<file path="src/rtl/ipv4_stage_pkg.sv">
package ipv4_stage_pkg;

  localparam int WORD_W     = 32;
  localparam int IP_VERSION = 4;
  localparam int MIN_IHL    = 5;
  localparam int MIN_TOTLEN = 20;

  typedef struct packed {
    logic [WORD_W-1:0] data;
    logic              sop;
    logic              eop;
    logic              drop;
    logic              frag;
  } beat_t;

  // one's-complement 16-bit add with end-around carry
  function automatic logic [15:0] oc_add(input logic [15:0] a, input logic [15:0] b);
    logic [16:0] s;
    s = {1'b0, a} + {1'b0, b};
    return s[15:0] + {15'd0, s[16]};
  endfunction

  // incremental checksum fix: new = ~(~old_ck + ~old_field + new_field)
  function automatic logic [15:0] csum_adjust(input logic [15:0] ck,
                                              input logic [15:0] old_f,
                                              input logic [15:0] new_f);
    return ~oc_add(oc_add(~ck, ~old_f), new_f);
  endfunction

endpackage

</file>
<file path="src/rtl/ipv4_word_track.sv">
module ipv4_word_track #(
  parameter int IDX_W = 4
) (
  input  logic             clk,
  input  logic             rst,
  input  logic             fire,
  input  logic             sop,
  input  logic             eop,
  output logic [IDX_W-1:0] idx
);
  localparam logic [IDX_W-1:0] IDX_MAX = '1;

  logic [IDX_W-1:0] idx_q;

  // a start marker forces index zero even if the previous packet was cut short
  assign idx = sop ? '0 : idx_q;

  always_ff @(posedge clk) begin
    if (rst) begin
      idx_q <= '0;
    end else if (fire) begin
      if (eop)                idx_q <= '0;
      else if (idx != IDX_MAX) idx_q <= idx + 1'b1;
      else                     idx_q <= idx;
    end
  end
endmodule

</file>
<file path="src/rtl/ipv4_hdr_rules.sv">
module ipv4_hdr_rules
  import ipv4_stage_pkg::*;
#(
  parameter int IDX_W = 4,
  parameter int LEN_W = 16
) (
  input  logic              clk,
  input  logic              rst,
  input  logic              fire,
  input  logic [IDX_W-1:0]  idx,
  input  logic [WORD_W-1:0] in_data,
  input  logic              in_eop,
  input  logic [LEN_W-1:0]  mtu,
  output logic [WORD_W-1:0] out_data,
  output logic              out_drop,
  output logic              out_frag
);
  localparam logic [IDX_W-1:0] W_LEN  = IDX_W'(0);
  localparam logic [IDX_W-1:0] W_FRAG = IDX_W'(1);
  localparam logic [IDX_W-1:0] W_TTL  = IDX_W'(2);

  logic [3:0]       ihl_q;
  logic [LEN_W-1:0] tl_q;
  logic             hdr_ok_q, bad_q, frag_q;

  logic [3:0]  f_ver, f_ihl, eff_ihl;
  logic [15:0] f_tl;
  logic [7:0]  f_ttl, f_proto, ttl_dec;
  logic [15:0] f_ck;
  logic        bad_now, frag_now, trunc, hdr_ok_now;

  always_comb begin
    f_ver   = in_data[31:28];
    f_ihl   = in_data[27:24];
    f_tl    = in_data[15:0];
    f_ttl   = in_data[31:24];
    f_proto = in_data[23:16];
    f_ck    = in_data[15:0];
    ttl_dec = f_ttl - 8'd1;
    eff_ihl = (idx == W_LEN) ? f_ihl : ihl_q;
    hdr_ok_now = (f_ver == 4'(IP_VERSION)) && (f_ihl >= 4'(MIN_IHL));

    bad_now  = 1'b0;
    frag_now = 1'b0;
    out_data = in_data;
    case (idx)
      W_LEN: begin
        bad_now = !hdr_ok_now || (f_tl < 16'(MIN_TOTLEN));
      end
      W_FRAG: begin
        bad_now  = in_data[15] || (in_data[14] && (tl_q > mtu));
        frag_now = in_data[13] || (in_data[12:0] != 13'd0);
      end
      W_TTL: begin
        bad_now = (f_ttl <= 8'd1);
        if (hdr_ok_q && (f_ttl > 8'd1))
          out_data = {ttl_dec, f_proto,
                      csum_adjust(f_ck, {f_ttl, f_proto}, {ttl_dec, f_proto})};
      end
      default: ;
    endcase

    trunc    = (eff_ihl >= 4'(MIN_IHL)) && (int'(idx) < int'(eff_ihl) - 1);
    out_drop = in_eop && (bad_q || bad_now || trunc);
    out_frag = in_eop && (frag_q || frag_now);
  end

  always_ff @(posedge clk) begin
    if (rst) begin
      ihl_q    <= '0;
      tl_q     <= '0;
      hdr_ok_q <= 1'b0;
      bad_q    <= 1'b0;
      frag_q   <= 1'b0;
    end else if (fire) begin
      if (in_eop) begin
        bad_q    <= 1'b0;
        frag_q   <= 1'b0;
        hdr_ok_q <= 1'b0;
      end else if (idx == W_LEN) begin
        ihl_q    <= f_ihl;
        tl_q     <= LEN_W'(f_tl);
        hdr_ok_q <= hdr_ok_now;
        bad_q    <= bad_now;
        frag_q   <= 1'b0;
      end else begin
        bad_q  <= bad_q | bad_now;
        frag_q <= frag_q | frag_now;
      end
    end
  end
endmodule

</file>
<file path="src/rtl/ipv4_out_stage.sv">
module ipv4_out_stage
  import ipv4_stage_pkg::*;
(
  input  logic  clk,
  input  logic  rst,
  input  logic  in_valid,
  input  beat_t in_beat,
  output logic  in_ready,
  output logic  out_valid,
  output beat_t out_beat,
  input  logic  out_ready
);
  assign in_ready = !out_valid || out_ready;

  always_ff @(posedge clk) begin
    if (rst) begin
      out_valid <= 1'b0;
      out_beat  <= '0;
    end else if (in_ready) begin
      out_valid <= in_valid;
      if (in_valid) out_beat <= in_beat;
    end
  end
endmodule

</file>
<file path="src/rtl/ipv4_ttl_stage.sv">
module ipv4_ttl_stage
  import ipv4_stage_pkg::*;
#(
  parameter int IDX_W = 4,
  parameter int LEN_W = 16
) (
  input  logic              clk,
  input  logic              rst,
  input  logic [LEN_W-1:0]  cfg_mtu,
  input  logic              in_valid,
  output logic              in_ready,
  input  logic [WORD_W-1:0] in_data,
  input  logic              in_sop,
  input  logic              in_eop,
  output logic              out_valid,
  input  logic              out_ready,
  output logic [WORD_W-1:0] out_data,
  output logic              out_sop,
  output logic              out_eop,
  output logic              out_drop,
  output logic              out_frag
);
  logic             fire;
  logic [IDX_W-1:0] idx;
  beat_t            nxt_beat, reg_beat;

  assign fire = in_valid && in_ready;

  ipv4_word_track #(.IDX_W(IDX_W)) u_track (
    .clk(clk), .rst(rst), .fire(fire), .sop(in_sop), .eop(in_eop), .idx(idx)
  );

  ipv4_hdr_rules #(.IDX_W(IDX_W), .LEN_W(LEN_W)) u_rules (
    .clk(clk), .rst(rst), .fire(fire), .idx(idx), .in_data(in_data),
    .in_eop(in_eop), .mtu(cfg_mtu), .out_data(nxt_beat.data),
    .out_drop(nxt_beat.drop), .out_frag(nxt_beat.frag)
  );

  assign nxt_beat.sop = in_sop;
  assign nxt_beat.eop = in_eop;

  ipv4_out_stage u_out (
    .clk(clk), .rst(rst), .in_valid(in_valid), .in_beat(nxt_beat),
    .in_ready(in_ready), .out_valid(out_valid), .out_beat(reg_beat),
    .out_ready(out_ready)
  );

  assign out_data = reg_beat.data;
  assign out_sop  = reg_beat.sop;
  assign out_eop  = reg_beat.eop;
  assign out_drop = reg_beat.drop;
  assign out_frag = reg_beat.frag;
endmodule

</file>
<file path="config.mk">
export PLATFORM = sky130hd
export DESIGN_NAME = ipv4_ttl_stage
export DESIGN_NICKNAME = d
export VERILOG_FILES = /design/src/rtl/ipv4_stage_pkg.sv /design/src/rtl/ipv4_word_track.sv /design/src/rtl/ipv4_hdr_rules.sv /design/src/rtl/ipv4_out_stage.sv /design/src/rtl/ipv4_ttl_stage.sv
export SDC_FILE = /design/constraint.sdc
export NUM_CORES = 1
export LEC_CHECK = 0
export ABC_AREA = 1
export BUFFER_PORTS_ARGS = -buffer_cell sky130_fd_sc_hd__buf_2
export CORE_UTILIZATION = 54
export CTS_CLUSTER_SIZE = 30
export DETAILED_ROUTE_END_ITERATION = 8
export PLACE_DENSITY_LB_ADDON = 0.08
export SYNTH_ARGS = -nofsm -noshare
export SYNTH_HDL_FRONTEND = slang
export SYNTH_HIERARCHICAL = 1
export SYNTH_SLANG_ARGS = --single-unit
</file>
<file path="constraint.sdc">
create_clock -name clk -period 5 [get_ports clk]
set_clock_uncertainty 0.1 [all_clocks]
set_input_delay 0.25 -clock clk [delete_from_list [all_inputs] [get_ports clk]]
set_output_delay 0.25 -clock clk [all_outputs]
set_load 0.01 [all_outputs]
</file>
* Yosys cells after proc, flatten, opt, wreduce, memory -nomap -nowiden *
Index checks and enable logic that the tools add are counted.

cells by class
  mux-type cells = 14
  equality and inequality tests = 4
  bitwise gates (word level) = 6
  reduce and logical (&&, ||, !) cells = 23
  $lt $le $gt $ge = 7
  $add $sub $neg = 7

operator list
  cell                   number
  $mux W32               2
  $not A16 Y16           3
  $add A16 B16 Y17       2
  $add A16 B1 Y16        2
  $lt A5 B32 Y1          1
  $gt A16 B16 Y1         1
  $lt A16 B5 Y1 const B  1
  $mux W4                4
  $reduce_bool A13 Y1    1
  $ge A4 B3 Y1 const B   2
  $gt A8 B1 Y1 const B   1
  $le A8 B1 Y1 const B   1
  $sub A8 B1 Y8 const B  1
  $logic_and A1 B1 Y1    7
  $logic_or A1 B1 Y1     7
  $mux W1                7
  $reduce_and A2 Y1      3
  $sub A4 B1 Y5 const B  1
  $add A4 B1 Y4 const B  1
  $eq A4 B1 Y1 const B   1
  $eq A4 B2 Y1 const B   1
  $eq A4 B3 Y1 const B   1
  $logic_not A4 Y1       1
  $ne A4 B4 Y1 const B   1
  other kinds (6)        8

word-level totals
  bits in registers = 64
  logic and storage cells = 73
  output and inout bits = 38

* Longest topological paths before layout *
  depth in word-level cells = 8
  depth in mapped cells = 51

* Modules after synthesis *
Netlist, hierarchy kept.

modules (own cells, without submodules)
  module           sequential area each (µm²)  area an instance (µm²)  times used  cells an instance
  ipv4_hdr_rules   460.4                       4845.9                  1           857
  ipv4_out_stage   740.7                       1667.8                  1           241
  ipv4_word_track  80.1                        287.8                   1           44
  ipv4_ttl_stage   0.0                         7.5                     1           2

* Least setup slack after synthesis *
Ideal clock, no wire load.

  path type = input to register
  from = input in_data[0]
  to = register u_out/out_beat[18] (netlist bit)
  data arrival time = 5124 ps
  path slack = -339 ps
  cell stages on the path = 48
  data required time = 4785 ps
  setup time = 115 ps
  path through = inv_1 -> ha_1 -> inv_1 -> fa_1 -> inv_1 -> nand3_1 -> nand2_2 -> nand2_1 -> nand2_2 -> nand3_1 -> nand2_1 -> a21oi_1 -> o21bai_1 -> ha_1 -> ha_1 -> nand2_1 -> nor2_4 -> nand2_2 -> [... 12 more ...] -> o21bai_1 -> ha_1 -> ha_1 -> inv_1 -> nor2_1 -> nand2_1 -> inv_1 -> nand2_1 -> nor2_1 -> nand3_1 -> nand2_1 -> nand2_1 -> nand2_1 -> nand2_1 -> inv_1 -> nand3_1 -> nand2_1 -> nor2_1

RTL lines
  what                  line                  RTL
  from (decl)           ipv4_ttl_stage.sv:12  input logic [WORD_W-1:0] in_data,
  to (signal assigned)  ipv4_out_stage.sv:21  if (in_valid) out_beat <= in_beat;
  to (decl)             ipv4_out_stage.sv:10  output beat_t out_beat,

==> metrics.txt <==
status=finished with violations; failing checks=setup timing; Post-Route WL=21200 um; post-synth cell types=43; fin crit period=5.18 ns; largest cells by area after synthesis=dfxtp_1, nand2_1, inv_1; GP Congestion=0.953; Hold Buf Count CTS=0; Max clock buf depth=2; Fin Hold WS=0.198 ns; DRC=0; DRT iter0 DRCs=639; Slew @ Worst Pin=0.949 ns; most frequent cells in the layout=nand2_1, inv_1, buf_4; worst vdd rail ir drop=0.000173 V; worst min-delay path class=primary input to flop; crit-path most repeated cell=nand2_2; grt ovf=0; Slew Viols, Final=0; register area share after synthesis=0.188; Synth Cell Area=0.00681 mm^2; post-DP HPWL=17100 um; All-Layer GR Usage=0.332; Net Count, Synth=1262; cell taking the most area after synthesis=dfxtp_1; CP Data Required Time=5.16 ns; die height=114 um; H-tree Lvls=3; Die Footprint=0.0131 mm^2; Area Growth Syn to Fin=29.0%; Syn. warnings=6; Setup Viol. Count Final=13; MaxCap Viol Count=0; commonest non-fill, non-tap cell in the layout=nand2_1; crit path kind=primary input to flop; clk sinks=64; power per cell area=273 mW/mm^2; Initial Utilization=0.560; number of CTS-inserted buffers=9; initial antenna violation count=0; Routed wire per std cell=14.0 um; Syn Area/Cell=5.95 um^2; clock-pin slew on the worst setup and hold paths=0.05 ns; Tcrit/Tclk final=1.04; Setup crit end kind=flop; Vias per Instance=5.15; synthesized flop and latch total=64; drt pass-1 iters=5; Fmax achieved=0.193 GHz; clock tree root buffer cell=clkbuf_16; Hold Fails Final Rpt=0; CP max stage cell=fa_2; io pins=92; global-route wire length before repair=33800 um; share of layout cells above drive strength 1=0.238; P_leak=4.93 nW; Critical Path Source Type=primary input; Core Region=0.0122 mm^2; fin nets=1460; Synth top area share=0.188; Rel. slew slack=0.363; CP peak stage delay=0.39 ns; Core Util, Final=0.722; RSZ-0062 raised after global routing=true; Post-Syn Instances=1144; CTS tree=yes; PortBufs=91; largest net degree at the start of global routing=76; Critical Path AT=5.34 ns; Worst Path Max Fanout=3; Sum Neg Setup Slack=-1.29 ns; Setup WS post-layout=-0.181 ns; die width=114 um; Final ANT Viol Nets=0; clk_lat worst skew=0.33 ns; diodes inserted=0; row cnt=40; DR vias=7800; number of global-route vias before repair=6945
[logic make-up (layout without fill, tap and decap cells)]
kind of cell	after synthesis	in the layout	share of synthesized area
AO/OA/AOI/OAI	151	151	0.124
XOR/XNOR	26	26	0.0379
AND/OR/NAND/NOR	585	585	0.374
flip-flops	64	64	0.188
buffers and inverters	254	457	0.156
adder cells (fa/ha/maj)	64	64	0.120
[sequential cells by signal (all words and copies together) (netlist names)]
signal	count
u_track/idx_q	4
u_rules/bad_q	1
u_rules/tl_q	16
u_out/out_valid	1
u_out/out_beat	36
u_rules/frag_q	1
u_rules/ihl_q	4
u_rules/hdr_ok_q	1
[final timing paths]
path                                      endpoint  slack, ns  depth (start not counted)             start
worst min-delay path             u_out/out_beat[2]       0.20                          5            in_eop
worst max-delay path            u_out/out_beat[13]      -0.18                         47        in_data[0]
worst min register to register    u_track/idx_q[0]       0.37                          2  u_track/idx_q[0]
worst max register to register   u_out/out_beat[6]       1.80                         12  u_track/idx_q[3]
[cell usage after synthesis, drive strengths merged]
master,number
nor2,136
nand3b,3
a31oi,5
xor2,18
or2,2
ha,62
o21ai,36
a32oi,1
nand4,23
xnor2,8
a21o,1
a211oi,20
clkbuf,6
o211ai,1
o21a,3
inv,214
clkinv,2
nor3,15
and2,3
buf,32
nand3,106
a21oi,82
nor4,1
fa,2
o21bai,2
nand2,296
dfxtp,64
[worst max-delay path, delay by kind of cell]
kind / cells / cell delay [ns]
AND/OR/NAND/NOR: 29 / 2.64
XOR/XNOR: 1 / 0.13
AO/OA/AOI/OAI: 5 / 0.52
buffers and inverters: 6 / 0.40
adder cells (fa/ha/maj): 6 / 1.42
[metal layers]
metal / GRT usage / routed length (um) / vias up / part of all wire
li1: - / - / 4023 / -
met1: 0.441 / 9770 / 3507 / 0.46
met2: 0.541 / 9500 / 227 / 0.45
met3: 0.0371 / 1070 / 43 / 0.051
met4: 0.152 / 828 / 0 / 0.039
met5: 0 / 0 / - / 0
[through the flow]
stage | power (mW) | instances | area, um^2 | setup WS (ns)
floorplan | 1.31 | 1144 | 6930 | -0.0841
global placement | 1.69 | 1487 | 8260 | -0.348
CTS | 2.36 | 1509 | 8670 | 0.00321
detailed placement | 1.70 | 1487 | 8260 | -0.519
finish | 2.40 | 1515 | 8790 | -0.181
global route | 2.57 | 1515 | 8790 | -0.574
[final cells by class]
class                           instances  area (um^2)
Sequential cell                        64         1280
Inverter                              216          831
Multi-Input combinational cell        826         4680
Clock inverter                          5         56.3
Fill cell                            1126         3380
Tap cell                              168          210
Timing Repair Buffer                  225         1480
Clock buffer                           11          243
[power by group]
part	leakage, nW	internal, mW	switching [mW]	total [mW]
Sequential	0.529	0.546	0.0185	0.565
Combinational	4.26	0.480	0.727	1.21
Clock	0.145	0.398	0.225	0.623
[timing repair]
action | 4_1_cts | 5_1_grt
gates resized for setup | 18 | 20
setup buffers | 6 | 6
setup endpoints to repair | 11 | 15
pin swaps | 20 | 35
(Power assumes the default switching activity.)
